<file path="src/rtl/trc_pkg.sv">
package trc_pkg;

  typedef enum logic [1:0] {
    KIND_RD    = 2'd0,
    KIND_WR    = 2'd1,
    KIND_FETCH = 2'd2,
    KIND_NONE  = 2'd3
  } bus_kind_e;

  // True when the cycle kind is enabled by the three-bit mask.
  function automatic logic kind_enabled(bus_kind_e kind, logic [2:0] mask);
    case (kind)
      KIND_RD:    kind_enabled = mask[0];
      KIND_WR:    kind_enabled = mask[1];
      KIND_FETCH: kind_enabled = mask[2];
      default:    kind_enabled = 1'b0;
    endcase
  endfunction

endpackage

</file>
<file path="src/rtl/trc_filter.sv">
module trc_filter #(
  parameter int ADDR_W = 16
) (
  input  logic              valid,
  input  trc_pkg::bus_kind_e kind,
  input  logic [ADDR_W-1:0] addr,
  input  logic [ADDR_W-1:0] lo,
  input  logic [ADDR_W-1:0] hi,
  input  logic [2:0]        mask,
  output logic              hit
);

  logic in_window;

  always_comb begin
    in_window = (addr >= lo) && (addr <= hi);
    hit       = valid && in_window && trc_pkg::kind_enabled(kind, mask);
  end

endmodule

</file>
<file path="src/rtl/trc_stamp.sv">
module trc_stamp #(
  parameter int TS_W = 32
) (
  input  logic            clk,
  input  logic            rst,
  output logic [TS_W-1:0] stamp
);

  always_ff @(posedge clk) begin
    if (rst) stamp <= '0;
    else     stamp <= stamp + TS_W'(1);
  end


  stamp_step_chk: assert property (@(posedge clk) disable iff (rst)
    !rst |=> stamp == $past(stamp) + TS_W'(1));

endmodule

</file>
<file path="src/rtl/trc_store.sv">
module trc_store #(
  parameter int ENTRY_W = 72,
  parameter int DEPTH   = 16,
  localparam int AW     = $clog2(DEPTH),
  localparam int CW     = AW + 1
) (
  input  logic               clk,
  input  logic               rst,
  input  logic               clear,
  input  logic               wr_en,
  input  logic [ENTRY_W-1:0] wr_entry,
  input  logic               wrap,
  input  logic               rd_req,
  output logic [ENTRY_W-1:0] rd_entry,
  output logic               rd_valid,
  output logic [CW-1:0]      count,
  output logic               full
);

  localparam logic [CW-1:0] FULL_CNT = CW'(DEPTH);

  logic [ENTRY_W-1:0] mem [DEPTH];
  logic [AW-1:0]      wr_ptr;
  logic [AW-1:0]      eff_ptr;
  logic [CW-1:0]      eff_cnt;
  logic [AW-1:0]      oldest;
  logic               accept;
  logic               grows;
  logic               rd_go;
  logic [CW-1:0]      count_nx;

  always_comb begin
    eff_ptr  = clear ? '0 : wr_ptr;
    eff_cnt  = clear ? '0 : count;
    accept   = wr_en && ((eff_cnt != FULL_CNT) || wrap);
    grows    = accept && (eff_cnt != FULL_CNT);
    rd_go    = rd_req && !clear && !wr_en && (count != '0);
    oldest   = wr_ptr - count[AW-1:0];
    count_nx = eff_cnt;
    if (grows)      count_nx = eff_cnt + CW'(1);
    else if (rd_go) count_nx = eff_cnt - CW'(1);
  end

  // Storage array: no reset, registered read, suited to block RAM.
  always_ff @(posedge clk) begin
    if (accept) mem[eff_ptr] <= wr_entry;
    if (rd_go)  rd_entry     <= mem[oldest];
  end

  always_ff @(posedge clk) begin
    if (rst) begin
      wr_ptr   <= '0;
      count    <= '0;
      full     <= 1'b0;
      rd_valid <= 1'b0;
    end else begin
      wr_ptr   <= accept ? eff_ptr + AW'(1) : eff_ptr;
      count    <= count_nx;
      full     <= (count_nx == FULL_CNT);
      rd_valid <= rd_go;
    end
  end


  count_bound_chk: assert property (@(posedge clk) disable iff (rst)
    count <= FULL_CNT);


  hold_when_full_chk: assert property (@(posedge clk) disable iff (rst)
    (wr_en && !wrap && !clear && full) |=> $stable(count));


  read_pop_chk: assert property (@(posedge clk) disable iff (rst)
    rd_valid |-> ($past(count) != '0 && count == $past(count) - CW'(1)));

endmodule

</file>
<file path="src/rtl/bus_trace_capture.sv">
module bus_trace_capture #(
  parameter int ADDR_W = 16,
  parameter int DATA_W = 16,
  parameter int STAT_W = 4,
  parameter int TS_W   = 32,
  parameter int EXT_W  = 4,
  parameter int DEPTH  = 16,
  localparam int CW    = $clog2(DEPTH) + 1
) (
  input  logic              clk,
  input  logic              rst,
  input  logic              bus_valid,
  input  logic [1:0]        bus_kind,
  input  logic [ADDR_W-1:0] bus_addr,
  input  logic [DATA_W-1:0] bus_data,
  input  logic [STAT_W-1:0] bus_stat,
  input  logic [EXT_W-1:0]  ext_in,
  input  logic [ADDR_W-1:0] cfg_addr_lo,
  input  logic [ADDR_W-1:0] cfg_addr_hi,
  input  logic [2:0]        cfg_kind_mask,
  input  logic              cfg_wrap,
  input  logic              trig_start,
  input  logic              trig_stop,
  input  logic              rd_req,
  output logic              capturing,
  output logic [CW-1:0]     entry_count,
  output logic              full,
  output logic              rd_valid,
  output logic [ADDR_W-1:0] rd_addr,
  output logic [DATA_W-1:0] rd_data,
  output logic [STAT_W-1:0] rd_stat,
  output logic [TS_W-1:0]   rd_stamp,
  output logic [EXT_W-1:0]  rd_ext
);

  localparam int ENTRY_W = ADDR_W + DATA_W + STAT_W + TS_W + EXT_W;

  logic               hit;
  logic [TS_W-1:0]    stamp;
  logic               start_go;
  logic               cap_now;
  logic               store_en;
  logic               read_ok;
  logic [ENTRY_W-1:0] new_entry;
  logic [ENTRY_W-1:0] out_entry;

  trc_filter #(.ADDR_W(ADDR_W)) u_filter (
    .valid (bus_valid),
    .kind  (trc_pkg::bus_kind_e'(bus_kind)),
    .addr  (bus_addr),
    .lo    (cfg_addr_lo),
    .hi    (cfg_addr_hi),
    .mask  (cfg_kind_mask),
    .hit   (hit)
  );

  trc_stamp #(.TS_W(TS_W)) u_stamp (
    .clk   (clk),
    .rst   (rst),
    .stamp (stamp)
  );

  // Stop dominates; start only acts while idle.
  always_comb begin
    start_go  = trig_start && !trig_stop && !capturing;
    cap_now   = (capturing || start_go) && !trig_stop;
    store_en  = cap_now && hit;
    read_ok   = rd_req && !capturing && !trig_start;
    new_entry = {bus_addr, bus_data, bus_stat, stamp, ext_in};
  end

  always_ff @(posedge clk) begin
    if (rst)            capturing <= 1'b0;
    else if (trig_stop) capturing <= 1'b0;
    else if (start_go)  capturing <= 1'b1;
  end

  trc_store #(.ENTRY_W(ENTRY_W), .DEPTH(DEPTH)) u_store (
    .clk      (clk),
    .rst      (rst),
    .clear    (start_go),
    .wr_en    (store_en),
    .wr_entry (new_entry),
    .wrap     (cfg_wrap),
    .rd_req   (read_ok),
    .rd_entry (out_entry),
    .rd_valid (rd_valid),
    .count    (entry_count),
    .full     (full)
  );

  assign {rd_addr, rd_data, rd_stat, rd_stamp, rd_ext} = out_entry;


  reset_state_chk: assert property (@(posedge clk)
    rst |=> (!capturing && entry_count == '0 && !rd_valid && !full));


  stop_ends_chk: assert property (@(posedge clk) disable iff (rst)
    trig_stop |=> !capturing);


  start_clears_chk: assert property (@(posedge clk) disable iff (rst)
    (trig_start && !trig_stop && !capturing) |=> (capturing && entry_count <= CW'(1)));


  idle_read_only_chk: assert property (@(posedge clk) disable iff (rst)
    capturing |=> !rd_valid);

endmodule

</file>
<file path="config.mk">
export PLATFORM = sky130hd
export DESIGN_NAME = bus_trace_capture
export DESIGN_NICKNAME = d
export VERILOG_FILES = /design/src/rtl/trc_pkg.sv /design/src/rtl/trc_filter.sv /design/src/rtl/trc_stamp.sv /design/src/rtl/trc_store.sv /design/src/rtl/bus_trace_capture.sv
export SDC_FILE = /design/constraint.sdc
export NUM_CORES = 1
export LEC_CHECK = 0
export ABC_AREA = 0
export BUFFER_PORTS_ARGS = -buffer_cell sky130_fd_sc_hd__buf_2
export CELL_PAD_IN_SITES_DETAIL_PLACEMENT = 1
export CELL_PAD_IN_SITES_GLOBAL_PLACEMENT = 1
export CORE_MARGIN = 2
export CORE_UTILIZATION = 40
export CTS_CLUSTER_SIZE = 28
export DETAILED_ROUTE_END_ITERATION = 8
export GPL_ROUTABILITY_DRIVEN = 1
export PLACE_DENSITY = 0.7
export RECOVER_POWER = 100
export SYNTH_ARGS = -nofsm -noshare
export SYNTH_HDL_FRONTEND = slang
export SYNTH_HIERARCHICAL = 1
export SYNTH_SLANG_ARGS = --single-unit
</file>
<file path="constraint.sdc">
create_clock -name clk -period 8.35 [get_ports clk]
set_input_delay 1.67 -clock clk [delete_from_list [all_inputs] [get_ports clk]]
set_output_delay 1.67 -clock clk [all_outputs]
set_load 0.01 [all_outputs]
</file>
---- After elaboration in Yosys (flattened, before gate mapping) ----
Memory sizes are Yosys's and may differ from the RTL's. A register that Yosys moved wholly into a read port is not among the register bits.
Index checks and enable logic that the tools add are counted.
word-level totals
  word-level logic and storage cells ...... 50
  register bits ........................... 44
  bits in writable memories ............... 1152
  output and inout port bits .............. 80
  bits of input ports ..................... 84
  memories ................................ 1
cells by class
  eq/ne operators ......................... 4
  reductions and logical operators ........ 24
  magnitude comparators ................... 2
  muxes and demuxes ....................... 8
  $add $sub $neg .......................... 5
memory list
  name         depth  bits a word  rd ports  clocked after memory_dff  write ports  line             text
  u_store.mem  16     72           1         1                         1            trc_store.sv:22  logic [ENTRY_W-1:0] mem [DEPTH];
operator list
  operator               number
  $add 32x1->32 const B  1
  $ge 16x16->1           1
  $le 16x16->1           1
  $mux 5                 3
  $logic_and 1x1->1      14
  $mux 4                 2
  $add 5x1->5 const B    1
  $eq 5x5->1 const B     1
  $logic_not 1->1        5
  $ne 5x5->1 const B     1
  $reduce_bool 5->1      1
  $sub 5x1->5 const B    1
  $add 4x1->4 const B    1
  $sub 4x4->4            1
  $pmux 1 s3             1
  $eq 2x1->1 const B     1
  $eq 2x2->1 const B     1
  $logic_not 2->1        1
  $logic_or 1x1->1       2
  $mux 1                 2
  $reduce_or 2->1        1

---- Longest topological paths before layout ----
  word-level depth ........................ 12
  gate-level depth with buffers ........... 13
  gate-level depth less buffers ........... 13

---- Cells and area by module ----
The synthesis kept the hierarchy.
modules (own cells, without submodules)
  module             cells each  seq. area each (um2)  instances  area an instance (um2)
  trc_store          1939        36975.5               1          46744.8
  trc_stamp          168         640.6                 1          1475.2
  trc_filter         115         0.0                   1          862.1
  bus_trace_capture  6           20.0                  1          57.6

---- Least setup slack after synthesis ----
No wires, ideal clock.
  path type ............................... input port to flip-flop
  start ................................... in bus_addr[0]
  end ..................................... mem u_store.mem[3][0], enable pin
  stages on the path ...................... 12
  path buffers ............................ 1
  data required time ...................... 7.847 ns
  arrival ................................. 6.705 ns
  setup time .............................. 0.503 ns
  slack ................................... 1.142 ns
  cell sequence ........................... inv_1 ha_1 nand2b_4 a2111oi_4 nor4_1 o41ai_2 a211oi_1 nor3b_2 o31a_2 clkbuf_1 nand2_1 nor2_1
between the ends
  word-level cells in the longest chain between the ends .. 8
  elaborated cells between the ends (all ways) .. 9
  those cells by class .................... order compare (2); mux (2); reduce/logical (5)
RTL lines
  what                                          line                     text
  from (decl)                                   bus_trace_capture.sv:14  input logic [ADDR_W-1:0] bus_addr,
  $ge 16x16->1 or $le 16x16->1 (tied branches)  trc_filter.sv:16         in_window = (addr >= lo) && (addr <= hi);
  $logic_and 1x1->1 *                           trc_filter.sv:16
  $logic_and 1x1->1 * (2 in a row)              trc_filter.sv:17         hit = valid && in_window && trc_pkg::kind_enabled(kind, mask);
  net hit                                       bus_trace_capture.sv:38  logic hit;
  $logic_and 1x1->1 *                           bus_trace_capture.sv:67  store_en = cap_now && hit;
  net store_en                                  bus_trace_capture.sv:42  logic store_en;
  $logic_and 1x1->1 *                           trc_store.sv:35          accept = wr_en && ((eff_cnt != FULL_CNT) || wrap);
  $mux 1 *                                      trc_store.sv:46          if (accept) mem[eff_ptr] <= wr_entry;
  $mux 1 (implied by the code) *                trc_store.sv:46
  to (decl)                                     trc_store.sv:22
Mark *: on every way through the listed nets, which the timed path passes. The rest lies on a longest branch.

---- Worst setup path after layout ----
  start ................................... reg u_store.count[0]
  end ..................................... reg u_store.rd_entry[14], read port of u_store.mem, data pin
between the ends
  word-level cells in the longest chain between the ends .. 2
  elaborated cells between the ends (all ways) .. 3
  those cells by class .................... add/sub (1); reduce/logical (2)
RTL lines
  what                                                 line             text
  from (decl)                                          trc_store.sv:16  output logic [CW-1:0] count,
  from (signal assigned)                               trc_store.sv:58  count <= count_nx;
  branches (longest 2 deep; another with $sub 4x4->4)  n/a
  to (decl)                                            trc_store.sv:14  output logic [ENTRY_W-1:0] rd_entry,
Several ways; the timed one is not identified.
A chain may end at the register's enable or synchronous reset.

==> qor.csv <==
stage;metric;value;unit
status;status;finished with violations;
status;failed_checks;max-capacitance violations, max-slew violations;
yosys;synth-async-reset-ratio;0;%
finish;multiInputGateArea;0.0110;mm^2
timing;fin_crit;6850;ps
place;place.port_buffers;163;
pwr;cellLeakagePower;18.3;nW
place;gp_congestion;0.747;
routing;ant_nets;0;
routing;drc_violations_left;0;
clocking;cts_root_buf;clkbuf_16;
floorplan;die_height;355;um
timing;timing.final.hold_violations;0;
finish;drive_above_1_share;22.9;%
timing;maxSlewHeadroom;-182;%
pwr;peakVddDrop;173;uV
clocking;clk_path_buf_depth;3;
timing;grt_setup_unrepaired;no;
yosys;synth_seq_cells;1268;
clocking;post_cts_resize_count;0;
critical_path;highest_cell_delay_on_the_worst_timing_path;2820;ps
yosys;synthesis.nets;2355;
critical_path;critical_path.n_buffers_inverters;1;
yosys;synth.largest_area_cell;edfxtp_1;
grt;grt_antenna_before_repair;8;
timing;peak_freq;0.146;GHz
grt;grt_first_pass_wirelength;165000;um
timing;finalMaxSlewViolations;484;
worst_hold_path;hold_path_end;capturing$_SDFFE_PP0P_;
critical_path;worst_path_dominant_cell_family;adder cells;
finish;finish.instance_area;0.0560;mm^2
critical_path;worst-path-max-fanout;61;
routing;vias_per_cell;5.46;
yosys;synth_edf_count;1224;
finish;filler_cell_count;11100;
critical_path;worst-r2r-setup-slack;1500;ps
critical_path;critical_path_arrival;7260;ps
yosys;synthTopCellsByCount;1224 x edfxtp_1, 288 x mux4_2, 217 x mux2i_1, 48 x buf_2, 48 x inv_1;
yosys;synth.top_cells.by_area;edfxtp_1 75%, mux4_2 13%, mux2i_1 4.4%;
critical_path;cp_cell_sequence;ha_4 > fa_1 > clkbuf_1 > mux4_2 > mux2i_1 > mux2i_1;
timing;finalSetupTns;0;ps
finish;antenna_cells;0;
finish;layout-area-overhead-vs-synth;14.0;%
yosys;ys.warnings.count;6;
critical_path;setup.worst_path.class;reg -> reg;
yosys;ys_flop_type;edfxtp_1;
finish;num-nets-final;2590;
worst_hold_path;hp-start;capturing$_SDFFE_PP0P_;
routing;routed_wl;110000;um
pwr;power.density;229;mW/mm^2
worst_hold_path;worstHoldPathCells;2;
critical_path;worst-r2r-cell-count;6;
timing;worst_clock_skew;26.6;ps
yosys;sequential_to_total_area_share_from_yosys_stat;76.6;%
routing;routed_wire_length_per_instance;26.2;um
yosys;summed_instance_area_of_the_synthesized_netlist;0.0491;mm^2
finish;ff_latch_area;0.0376;mm^2
timing;layout_worst_path_cycle_share;82.0;%
floorplan;chipWidth;355;um
critical_path;r2r_end;u_store/rd_entry[14]$_DFFE_PP_;
grt;grt_start_max_net_pins;142;
yosys;synth_largest_type_area_fraction;74.8;%
critical_path;cp_data_required_time;8770;ps
floorplan;dieArea;0.126;mm^2
critical_path;timing.critical_path.slowest_stage_cell;fa_1;
grt;number_of_global_route_vias_before_repair;25100;
place;dp_hpwl;59700;um
place;detailed_place.area;0.0522;mm^2
routing;drt_first_iter_violations;1813;
routing;vias;22900;
critical_path;end_kind;register;
clocking;post_cts.repair.setup_buffers;0;
yosys;syn_inst;2228;
clocking;ctsHoldBuffers;0;
yosys;netlist-cell-type-count;65;
clocking;tritoncts_clock_tree;done;
timing;report.final.setup_viol;0;
clocking;htreeDepth;4;
timing;worstMarginPinSlew;4220;ps
critical_path;path_common_cell;mux2i_1;
grt;global_route.usage.total;17.5;%
clocking;number_of_buffers_created_by_cts;130;
floorplan;initial_core_util;40.3;%
yosys;mean_area_per_synthesized_cell;22.1;um^2
floorplan;num_io_pins;164;
floorplan;core;0.122;mm^2
yosys;post-synth-top-count-cell;edfxtp_1;
critical_path;worstSetupStartpointType;register;
floorplan;rows;128;
clocking;cts_sinks;1268;
clocking;cts.clk_slew.worst_paths;60;ps
critical_path;r2r-start;u_store/count[0]$_SDFF_PP0_;
routing;drt-pass1-iter-count;5;
job;max_cap_check_violation_count;9;
clocking;clkLatencyLatePin;740;ps
grt;grt.overflow.total;0;
worst_hold_path;timing.hold.worst.class;reg -> reg;
[area by class of cell]
| cell class | instances | share of cell area [%] |
|---|---|---|
| sequential | 1268 | 67.2 |
| multi-input combinational | 812 | 19.6 |
| clock buffer | 160 | 6.06 |
| tap | 1625 | 3.63 |
| timing repair buffer | 203 | 2.01 |
| clock inverter | 73 | 1.24 |
| inverter | 48 | 0.322 |
[flip-flops by register name (all words and copies together), names as in the netlist]
| name | flops |
|---|---|
| capturing | 1 |
| u_stamp/stamp | 32 |
| u_store/count | 5 |
| u_store/full | 1 |
| u_store/mem | 1152 |
| u_store/rd_entry | 72 |
| u_store/rd_valid | 1 |
| u_store/wr_ptr | 4 |
[per-stage QoR]
stage	hold WS [ps]	setup slack (ps)	cells	util, %	power [mW]
floorplan	565	1140	2228	-	7.27
global placement	605	1770	3956	42.8	7.39
detailed placement	599	1650	3956	42.8	7.41
CTS	625	2400	4189	46.2	13.0
global route	639	1110	4189	46.0	13.2
finish	597	1500	4189	46.0	12.8
[worst register-to-register path, cell delays in order, from the launching register on]
cell and delay, ps:
dfxtp_1 430, ha_4 230, fa_1 2820, clkbuf_1 2040, mux4_2 510, mux2i_1 320, mux2i_1 180
[routing by layer]
metal / part of all wire [%] / wire length, um / up-vias / track usage (%)
met5: 0.015 / 16 / - / 0
met4: 1.8 / 1970 / 2 / 4.64
met3: 4.7 / 5150 / 145 / 2.82
met2: 50 / 55300 / 582 / 29.5
met1: 43 / 47200 / 12400 / 23.9
li1: - / - / 9761 / -
[cell families (layout without fill, tap and decap cells)]
group                    Yosys count  in the layout  share of synthesized area, %
multiplexers                     509            509                          17.7
flip-flops                      1268           1268                          76.6
AND/OR/NAND/NOR                  163            163                          1.83
adder cells (fa/ha/maj)           43             43                          1.11
XOR/XNOR                          15             15                         0.267
AO/OA/AOI/OAI                     82             82                          1.19
buffers and inverters            148            484                          1.30
[worst max-delay path by stage]
stage / startpoint / end / slack [ps] / depth (start not counted)
2_1_floorplan: bus_addr[0] / u_store/mem[3][0]$_DFFE_PP_ / 1140 / 12
4_1_cts: bus_addr[0] / u_store/mem[3][18]$_DFFE_PP_ / 2400 / 13
6_report: u_store/count[0]$_SDFF_PP0_ / u_store/rd_entry[14]$_DFFE_PP_ / 1500 / 6
5_1_grt: u_store/count[0]$_SDFF_PP0_ / u_store/rd_entry[14]$_DFFE_PP_ / 1110 / 6
3_3_place_gp: bus_addr[0] / u_store/mem[3][29]$_DFFE_PP_ / 1770 / 13
3_5_place_dp: bus_addr[0] / u_store/mem[3][40]$_DFFE_PP_ / 1650 / 13
[where the power goes]
part           total (mW)  leakage [nW]  switching [mW]  internal (mW)
Sequential           6.95          11.5         0.00822           6.94
Clock                5.57          1.99            2.45           3.12
Combinational       0.318          4.72           0.189          0.130
Total                12.8          18.3            2.64           10.2
[layout by cell type, fill, tap and decap left out, types with 12 or more instances in the layout]
cell	count
nor2_1	30
edfxtp_1	1224
ha_1	41
clkinv_1	22
nand2_1	27
mux4_2	288
mux2i_1	217
nor2_4	15
buf_2	43
clkbuf_1	151
nand3_1	13
or4_1	12
clkbuf_16	130
buf_12	15
inv_1	48
a21oi_1	31
o21ai_0	13
buf_4	14
nand4_1	14
dfxtp_1	44
clkinv_2	18
Note: power is estimated with default switching activity, not from simulation.
